===== config.mk =====
export PLATFORM = sky130hd
export DESIGN_NAME = dual_bank_regbuf
export DESIGN_NICKNAME = d
export VERILOG_FILES = /design/src/rtl/regbuf_pkg.sv /design/src/rtl/regbuf_bank_reg.sv /design/src/rtl/regbuf_par_chk.sv /design/src/rtl/regbuf_err_hold.sv /design/src/rtl/dual_bank_regbuf.sv
export SDC_FILE = /design/constraint.sdc
export NUM_CORES = 1
export LEC_CHECK = 0
export ABC_AREA = 1
export BUFFER_PORTS_ARGS = -buffer_cell sky130_fd_sc_hd__buf_2
export CAP_MARGIN = 40
export CORE_ASPECT_RATIO = 0.7
export CORE_UTILIZATION = 57
export DETAILED_ROUTE_END_ITERATION = 8
export PLACE_DENSITY = 0.84
export SYNTH_ARGS = -nofsm -noshare
export SYNTH_HDL_FRONTEND = slang
export SYNTH_HIERARCHICAL = 1
export SYNTH_SLANG_ARGS = --single-unit

===== constraint.sdc =====
create_clock -name clk -period 2.45 [get_ports clk]
set_input_delay 0.1225 -clock clk [delete_from_list [all_inputs] [get_ports clk]]
set_output_delay 0.1225 -clock clk [all_outputs]
set_load 0.005 [all_outputs]

===== src/rtl/regbuf_pkg.sv =====
package regbuf_pkg;
  localparam int DATA_W   = 22;
  localparam int CS_W     = 2;
  localparam int RANK_W   = 2;
  localparam int HOLD_CYC = 2;
  localparam int BANKS    = 2;

  // Odd parity: the word plus its parity bit must XOR to 1.
  function automatic logic odd_par_bad(input logic [DATA_W-1:0] d, input logic p);
    return ~(^{d, p});
  endfunction
endpackage


===== src/rtl/regbuf_bank_reg.sv =====
module regbuf_bank_reg #(
  parameter int W = 8
) (
  input  logic         clk,
  input  logic         rst,
  input  logic         ld,
  input  logic [W-1:0] d,
  output logic [W-1:0] q
);
  always_ff @(posedge clk) begin
    if (rst)     q <= '0;
    else if (ld) q <= d;
  end
endmodule


===== src/rtl/regbuf_par_chk.sv =====
module regbuf_par_chk #(
  parameter int DW  = 22,
  parameter int CSW = 2
) (
  input  logic [DW-1:0]  data,
  input  logic           par,
  input  logic           gate_en,
  input  logic [CSW-1:0] cs_n,
  output logic           accept,
  output logic           err_now
);
  always_comb begin
    accept  = !gate_en || !(&cs_n);
    err_now = accept && regbuf_pkg::odd_par_bad(data, par);
  end
endmodule


===== src/rtl/regbuf_err_hold.sv =====
module regbuf_err_hold #(
  parameter int HOLD = 2
) (
  input  logic clk,
  input  logic rst,
  input  logic err_now,
  output logic perr_n
);
  localparam int CW = $clog2(HOLD + 1);
  localparam logic [CW-1:0] HOLD_V = CW'(HOLD);

  logic          err_q;
  logic [CW-1:0] cnt_q;
  logic [CW-1:0] cnt_d;

  always_comb begin
    if (err_q)              cnt_d = HOLD_V;
    else if (cnt_q != '0)   cnt_d = cnt_q - 1'b1;
    else                    cnt_d = '0;
  end

  always_ff @(posedge clk) begin
    if (rst) begin
      err_q  <= 1'b0;
      cnt_q  <= '0;
      perr_n <= 1'b1;
    end else begin
      err_q  <= err_now;
      cnt_q  <= cnt_d;
      perr_n <= (cnt_d == '0);
    end
  end
endmodule


===== src/rtl/dual_bank_regbuf.sv =====
module dual_bank_regbuf
  import regbuf_pkg::*;
#(
  parameter int DW   = DATA_W,
  parameter int CSW  = CS_W,
  parameter int RW   = RANK_W,
  parameter int HOLD = HOLD_CYC
) (
  input  logic           clk,
  input  logic           rst,
  input  logic           gate_en_i,
  input  logic [CSW-1:0] cs_n_i,
  input  logic [DW-1:0]  data_i,
  input  logic           par_i,
  input  logic [RW-1:0]  cke_i,
  input  logic [RW-1:0]  odt_i,
  output logic [DW-1:0]  data_a_o,
  output logic [DW-1:0]  data_b_o,
  output logic [CSW-1:0] cs_n_a_o,
  output logic [CSW-1:0] cs_n_b_o,
  output logic [RW-1:0]  cke_a_o,
  output logic [RW-1:0]  cke_b_o,
  output logic [RW-1:0]  odt_a_o,
  output logic [RW-1:0]  odt_b_o,
  output logic           perr_n_o
);
  localparam int CTL_W = CSW + 2 * RW;

  logic accept;
  logic err_now;
  logic [DW-1:0]    data_q [BANKS];
  logic [CTL_W-1:0] ctl_q  [BANKS];
  logic [CTL_W-1:0] ctl_d;

  assign ctl_d = {cs_n_i, cke_i, odt_i};

  regbuf_par_chk #(.DW(DW), .CSW(CSW)) par_i0 (
    .data(data_i), .par(par_i), .gate_en(gate_en_i), .cs_n(cs_n_i),
    .accept(accept), .err_now(err_now)
  );

  for (genvar b = 0; b < BANKS; b++) begin : g_bank
    regbuf_bank_reg #(.W(DW)) data_reg (
      .clk(clk), .rst(rst), .ld(accept), .d(data_i), .q(data_q[b])
    );
    regbuf_bank_reg #(.W(CTL_W)) ctl_reg (
      .clk(clk), .rst(rst), .ld(1'b1), .d(ctl_d), .q(ctl_q[b])
    );
  end

  regbuf_err_hold #(.HOLD(HOLD)) hold_i (
    .clk(clk), .rst(rst), .err_now(err_now), .perr_n(perr_n_o)
  );

  assign data_a_o = data_q[0];
  assign data_b_o = data_q[1];
  assign {cs_n_a_o, cke_a_o, odt_a_o} = ctl_q[0];
  assign {cs_n_b_o, cke_b_o, odt_b_o} = ctl_q[1];
endmodule


==> results of run 1 <==
state kept, by name (all words and copies together), names as in the netlist:
register / cells
hold_i/perr_n: 1
hold_i/err_q: 1
g_bank.data_reg/q: 44
g_bank.ctl_reg/q: 12
hold_i/cnt_q: 2
final cells by class:
cell class	count	share of cell area, %
Multi-Input combinational cell	348	38.2
Sequential cell	60	32.7
Timing Repair Buffer	89	12.2
Inverter	83	8.48
Clock buffer	10	3.75
Clock inverter	6	2.38
Tap cell	69	2.35
critical path, delay by kind of cell:
| family | cells | cell delay (ns) |
|---|---|---|
| buffers and inverters | 2 | 0.58 |
| AND/OR/NAND/NOR | 4 | 0.79 |
metrics by stage:
| step | hold slack, ns | worst slack [ns] | power [mW] | instance area [um^2] | instances |
|---|---|---|---|---|---|
| after floorplan | 0.192 | 1.52 | 1.35 | 3060 | 507 |
| after global placement | 0.402 | 0.954 | 1.47 | 3450 | 649 |
| after detailed placement | 0.422 | 0.878 | 1.49 | 3450 | 649 |
| after CTS | 0.0589 | 1.21 | 2.48 | 3670 | 665 |
| after global routing | 0.0613 | 1.10 | 2.61 | 3670 | 665 |
| final | 0.0631 | 1.21 | 2.47 | 3670 | 665 |
worst max path at each step:
stage               startpoint                 endpoint  slack (ns)  depth (start not counted)
floorplan           data_i[11]             hold_i/err_q        1.52                         14
global placement     cs_n_i[0]  g_bank[0].data_reg/q[4]        0.95                          6
detailed placement   cs_n_i[0]  g_bank[1].data_reg/q[6]        0.88                          6
CTS                  cs_n_i[0]  g_bank[1].data_reg/q[6]        1.21                          6
global route         cs_n_i[0]  g_bank[0].data_reg/q[5]        1.10                          6
finish               cs_n_i[0]  g_bank[1].data_reg/q[6]        1.21                          6
power by group through the flow:
stage	clock (mW)	sequential [mW]	combinational [mW]
global placement	0	1.10	0.372
global route	1.07	1.09	0.452
floorplan	0	1.11	0.244
detailed placement	0	1.10	0.386
finish	0.995	1.08	0.397
CTS	1.01	1.08	0.393
placed cells by master (no fill, tap or decap):
| cell | count |
|---|---|
| sky130_fd_sc_hd__inv_2 | 2 |
| sky130_fd_sc_hd__conb_1 | 6 |
| sky130_fd_sc_hd__nand3_4 | 1 |
| sky130_fd_sc_hd__inv_1 | 80 |
| sky130_fd_sc_hd__clkinv_2 | 2 |
| sky130_fd_sc_hd__buf_4 | 1 |
| sky130_fd_sc_hd__nor2_1 | 114 |
| sky130_fd_sc_hd__buf_2 | 88 |
| sky130_fd_sc_hd__nand2_2 | 9 |
| sky130_fd_sc_hd__nor2_2 | 1 |
| sky130_fd_sc_hd__nand2_1 | 202 |
| sky130_fd_sc_hd__clkbuf_8 | 10 |
| sky130_fd_sc_hd__nand3_1 | 4 |
| sky130_fd_sc_hd__nor3_2 | 1 |
| sky130_fd_sc_hd__xnor2_1 | 3 |
| sky130_fd_sc_hd__nand3_2 | 1 |
| sky130_fd_sc_hd__clkinv_1 | 1 |
| sky130_fd_sc_hd__clkinv_4 | 2 |
| sky130_fd_sc_hd__a21oi_1 | 2 |
| sky130_fd_sc_hd__xor2_1 | 3 |
| sky130_fd_sc_hd__nor2_4 | 1 |
| sky130_fd_sc_hd__dfxtp_1 | 60 |
| sky130_fd_sc_hd__bufinv_16 | 2 |
logic make-up after synthesis:
logic type / count (synthesis) / share of synthesized area [%]
flip-flops: 60 / 39.5
buffers and inverters: 99 / 15.4
XOR/XNOR: 6 / 1.73
AND/OR/NAND/NOR: 334 / 42.9
AO/OA/AOI/OAI: 2 / 0.329
other: 1 / 0.123
synth_stat cells (2+ instances only):
| cell type | number | area (um^2) |
|---|---|---|
| sky130_fd_sc_hd__xor2_1 | 3 | 26.3 |
| sky130_fd_sc_hd__inv_2 | 2 | 7.51 |
| sky130_fd_sc_hd__dfxtp_1 | 60 | 1200 |
| sky130_fd_sc_hd__buf_6 | 12 | 135 |
| sky130_fd_sc_hd__nand2_1 | 202 | 758 |
| sky130_fd_sc_hd__inv_1 | 80 | 300 |
| sky130_fd_sc_hd__xnor2_1 | 3 | 26.3 |
| sky130_fd_sc_hd__nand2_2 | 9 | 56.3 |
| sky130_fd_sc_hd__nor2_1 | 114 | 428 |
| sky130_fd_sc_hd__a21oi_1 | 2 | 10.0 |
| sky130_fd_sc_hd__nand3_1 | 5 | 25.0 |
| sky130_fd_sc_hd__buf_2 | 4 | 20.0 |
routing by layer:
layer	share of wire (%)	wire length (um)	global-route usage (%)
met5	0	0	0
met1	47	3300	33.7
met2	45	3150	41.8
met4	1.5	108	7.34
met3	6.7	467	9.44
==> metrics, run 1 <==
PostCTS Resize Cnt 0; via total after detailed routing 3013; Rows 21; Switching Share 27.2%; category of the critical setup timing path input pin to flip-flop; clock buffers created by TritonCTS 9; hold path cells 2; RePlAce Congestion 0.749; antenna fix cells 0; max-capacitance violation count 0; initial antenna violation count 0; DIE AREA 5630 um^2; post-CTS clock slew at the launch and capture registers of the worst setup and hold paths 0.07 ns; IO buf count 88; source-to-sink clock delay at the later pin of the worst-skew pair 0.34 ns; Critical Path Slowest Stage Cell sky130_fd_sc_hd__nand3_4; first-pass GRT wire length 11400 um; final wirelength 7020 um; deepest clock path buffer count 2; post-CTS setup buffers 0; Initial DRT Pass Iterations 5; post-layout utilization of the core 74.4%; Cell variety after synth 18; data arrival at the endpoint of the critical path 1.51 ns; Synth Register Bits 60; level count of the clock H-tree 3; worst reg2reg startpoint hold_i/cnt_q[1]; combined area of all synthesized cells 3040 um^2; multi-input gate area in the final layout 1400 um^2; fraction of layout cells with a size suffix above 1 20.3%; Die X 89.3 um; number of nets with antenna violations after detailed routing 0; capture point of the worst reg-to-reg path hold_i/perr_n; flop2flop setup slack 1.79 ns; core region area 4940 um^2; GR Util All Layers 26.4%; max-slew violation count 0; depth of the worst register-to-register path 3; result of the run complete, no violations; primary flip-flop cell chosen by synthesis mapping sky130_fd_sc_hd__dfxtp_1; Vias/cell 4.53; total power divided by cell area 673 nW/um^2; unrepaired setup endpoints after global routing no; worst-path maximum fanout 69; number of inserted filler cells in the final layout 447; total negative slack 0 ns; Final Cycle Share 50.6%; Worst Hold Launch rst; per-instance average area after synthesis 6.05 um^2; peak clock frequency supported by timing 807 MHz; clock skew after layout 0.00659 ns; clock tree from TritonCTS done; shortest period the worst path allows 1.24 ns; switching pwr 0.673 mW; Static Leak 2.40 nW; maximum number of pins on one net before global-route repair 70; number of standard cells after synthesis 502; headroom to the max-slew limit 53.0%; worst hold path type input pin to flip-flop; DP HPWL 4880 um; Ys Warns 6; register area 1200 um^2; worst hold path endpoint hold_i/cnt_q[1]; final net count 623; maximum vdd drop 508 uV; Top Ports 89; cell occurring most often along the worst timing path sky130_fd_sc_hd__nand2_1; Power Internal 1.80 mW; Comb power frac 16.0%; total overflow reported by the global router 0; cells along the critical path buf_2, nand3_4, buf_4, nand2_1, nand2_1, nor2_1; starting utilization of the core area 61.5%; maximum cell stage delay along the critical path 0.52 ns; DRC violation count after routing 0; async set-reset flop share out of synthesis 0%; Post-synth EDFFs 0; register share of total power 43.8%; clock power share 40.2%; register area share after synthesis 39.5%; Die Y 63.1 um; clock root buffer sky130_fd_sc_hd__clkbuf_8; CP Data Required Time 2.72 ns; number of global-route vias before repair 2642; average wire length per cell after detail routing 10.6 um; number of hold violations in the final report 0; Worst-Margin Slew 0.705 ns; Final Setup Violations 0; critical path endpoint category flip-flop; nature of the critical path startpoint input pin; cts hold-fix bufs 0; DRT iter0 DRCs 200; Syn-to-layout area delta 20.9%; number of clock sinks seen by CTS 60
No activity file was read; power rests on OpenSTA's default activity.
==> run 2, diff against run 1 <==
--- a/config.mk
+++ b/config.mk
@@ -9,9 +9,9 @@
 export BUFFER_PORTS_ARGS = -buffer_cell sky130_fd_sc_hd__buf_2
 export CAP_MARGIN = 40
 export CORE_ASPECT_RATIO = 0.7
-export CORE_UTILIZATION = 57
+export CORE_UTILIZATION = 53
 export DETAILED_ROUTE_END_ITERATION = 8
-export PLACE_DENSITY = 0.84
+export PLACE_DENSITY = 0.78
 export SYNTH_ARGS = -nofsm -noshare
 export SYNTH_HDL_FRONTEND = slang
 export SYNTH_HIERARCHICAL = 1
==> constraint.sdc (replaced) <==
create_clock -name clk -period 1.26 [get_ports clk]
set_input_delay 0.063 -clock clk [delete_from_list [all_inputs] [get_ports clk]]
set_output_delay 0.063 -clock clk [all_outputs]
set_load 0.005 [all_outputs]
==> metrics, run 2 (synthesis results as in run 1) <==
amount of wire on met2 after detailed routing 2960 um (-5.9%); switching pwr 1.27 mW (+88%); clock buffers created by TritonCTS 9 (unchanged); number of nets with antenna violations after detailed routing 0 (unchanged); hold path cells 5 (+3); worst hold path endpoint g_bank[1].ctl_reg/q[0]; Comb power frac 17.2% (+1.2 points); clock tree from TritonCTS done; nature of the critical path startpoint input pin; Vias/cell 4.38 (-3.4%); Critical Path Slowest Stage Cell sky130_fd_sc_hd__dlygate4sd3_1; Final Setup Violations 0 (unchanged); Met1 Routed Length 3320 um (+0.58%); category of the critical setup timing path input pin to flip-flop; DP HPWL 5040 um (+3.4%); Initial DRT Pass Iterations 4 (-1); PostCTS Resize Cnt 0 (unchanged); DIE AREA 6050 um^2 (+7.3%); DRC violation count after routing 0 (unchanged); via total after detailed routing 2947 (-2.2%); level count of the clock H-tree 3 (unchanged); peak clock frequency supported by timing 994 MHz; final wirelength 6810 um (-3.0%); max-capacitance violation count 0 (unchanged); cell total after placement 656 (+1.1%); number of clock sinks seen by CTS 60 (unchanged); average wire length per cell after detail routing 10.1 um (-4.1%); capture point of the worst reg-to-reg path hold_i/perr_n; clock power share 36.3% (-3.9 points); most common library cell in the layout ignoring fill and taps sky130_fd_sc_hd__nand2_1; critical path endpoint category flip-flop; result of the run complete, no violations; total negative slack 0 ns (unchanged); clock root buffer sky130_fd_sc_hd__clkbuf_8; Die Y 65.4 um (+3.6%); antenna fix cells 0 (unchanged); flop2flop setup slack 0.60 ns (-1.19 ns); final net count 628 (+0.80%); worst hold path type input pin to flip-flop; Die X 92.5 um (+3.6%); Top Ports 89 (unchanged); depth of the worst register-to-register path 3 (unchanged); most frequent cells in the layout 202 x sky130_fd_sc_hd__nand2_1, 114 x sky130_fd_sc_hd__nor2_1, 88 x sky130_fd_sc_hd__buf_2, 80 x sky130_fd_sc_hd__inv_1, 60 x sky130_fd_sc_hd__dfxtp_1; shortest period the worst path allows 1.01 ns; largest registers ranked by flip-flop count g_bank.data_reg/q: 44 flops, g_bank.ctl_reg/q: 12 flops, hold_i/cnt_q: 2 flops; Design Area, Final 3700 um^2 (+0.75%); routed length on met3 471 um (+0.86%); worst reg2reg startpoint hold_i/cnt_q[1]; Syn-to-layout area delta 21.8%; RePlAce Congestion 0.846 (+13%); core region area 5370 um^2 (+8.7%); Final Cycle Share 79.9%; source-to-sink clock delay at the later pin of the worst-skew pair 0.33 ns (about the same); Rows 22 (+4.8%); maximum cell stage delay along the critical path 0.52 ns (about the same); max-slew violation count 0 (unchanged); total power divided by cell area 1220 nW/um^2 (+82%); maximum number of pins on one net before global-route repair 46 (-34%); number of global-route vias before repair 2794 (+5.8%); initial antenna violation count 0 (unchanged); Worst Hold Launch odt_i[0]; DRT iter0 DRCs 145 (-28%); worst-path maximum fanout 22 (-68%); top layer in use met4; number of hold violations in the final report 0 (unchanged); post-CTS clock slew at the launch and capture registers of the worst setup and hold paths 0.07 ns (about the same); starting utilization of the core area 56.6% (-4.9 points); number of inserted filler cells in the final layout 506 (+13%); Switching Share 28.0% (+0.83 points); post-place instance area 3510 um^2 (+1.7%); IO buf count 88 (unchanged); maximum vdd drop 849 uV (+67%); clock skew after layout 0.000559 ns (-0.00603 ns); register ranked first by flip-flop count g_bank.data_reg/q; flip-flop count of the largest register after layout 44 (unchanged); CP Data Required Time 1.52 ns (-1.20 ns); final cell count without fillers 673 (+1.2%); data arrival at the endpoint of the critical path 1.26 ns (-0.25 ns); Static Leak 2.41 nW (+0.49%); fraction of layout cells with a size suffix above 1 20.5% (+0.16 points); unrepaired setup endpoints after global routing no; cells along the critical path dlygate4sd3_1, buf_2, inv_1, buf_4, nand2_1, nor2_1; first-pass GRT wire length 11800 um (+3.4%); register share of total power 46.5% (+2.7 points); post-CTS setup buffers 0 (unchanged); GR Util All Layers 24.8% (-1.5 points); total overflow reported by the global router 0 (unchanged); deepest clock path buffer count 2 (unchanged); Power Internal 3.26 mW (+81%)
run 2: changes by cell type in the layout (fill, tap and decap cells not counted), sizes merged:
| cell | before | now |
|---|---|---|
| clkinvlp | 0 | 1 |
| clkinv | 5 | 4 |
| buf | 89 | 93 |
| bufinv | 2 | 1 |
| clkbuf | 10 | 11 |
| dlygate4sd3 | 0 | 1 |
run 2: cell type report:
cell class / count / area (um^2) / area share [%]
Clock buffer: 11 / 131 / 3.55
Sequential cell: 60 / 1200 / 32.4
Clock inverter: 5 / 52.6 / 1.42
Tap cell: 72 / 90.1 / 2.43
Inverter: 83 / 312 / 8.42
Multi-Input combinational cell: 348 / 1400 / 37.9
Timing Repair Buffer: 94 / 513 / 13.9
run 2: per-stage QoR:
step / hold slack (ns) / setup WS [ns] / util (%) / power (mW)
final: 0.0315 / 0.254 / 69.0 / 4.53
after global routing: 0.0339 / 0.147 / 69.0 / 4.78
after CTS: 0.0209 / 0.261 / 69.0 / 4.56
after detailed placement: 0.356 / 0.110 / 65.4 / 2.92
after global placement: 0.349 / 0.150 / 65.4 / 2.89
after floorplan: 0.132 / 0.389 / - / 2.63
run 2: what timing repair did:
| item | CTS | global route |
|---|---|---|
| setup endpoints to repair | 0 | 0 |
| endpoints found under the hold margin | 2 | 0 |
| hold buffers | 1 | 0 |
run 2: how the worst max path moves through the flow:
stage	slack [ns]	endpoint	cells after the start	startpoint
after detailed placement	0.11	hold_i/err_q	15	data_i[12]
after floorplan	0.39	hold_i/err_q	14	data_i[11]
after global placement	0.15	hold_i/err_q	13	data_i[7]
after global routing	0.15	g_bank[0].data_reg/q[11]	6	rst
final	0.25	g_bank[0].data_reg/q[11]	6	rst
after CTS	0.26	g_bank[0].data_reg/q[11]	6	rst
run 2: power groups by stage:
stage | clock network, mW | registers (mW) | logic (mW)
floorplan | 0 | 2.16 | 0.474
global placement | 0 | 2.14 | 0.748
detailed placement | 0 | 2.14 | 0.771
CTS | 1.68 | 2.10 | 0.778
global route | 1.76 | 2.12 | 0.904
finish | 1.64 | 2.10 | 0.781
run 2: metal layers:
layer | vias up | global-route usage [%]
li1 | 1610 | -
met1 | 1255 | 30.4
met2 | 76 | 40.8
met3 | 6 | 9.26
met4 | 0 | 7.62
met5 | - | 0
run 2: worst max-delay path, delay by kind of cell:
| family | cells | cell delay, ns |
|---|---|---|
| simple gates | 2 | 0.19 |
| buf+inv | 4 | 1.01 |
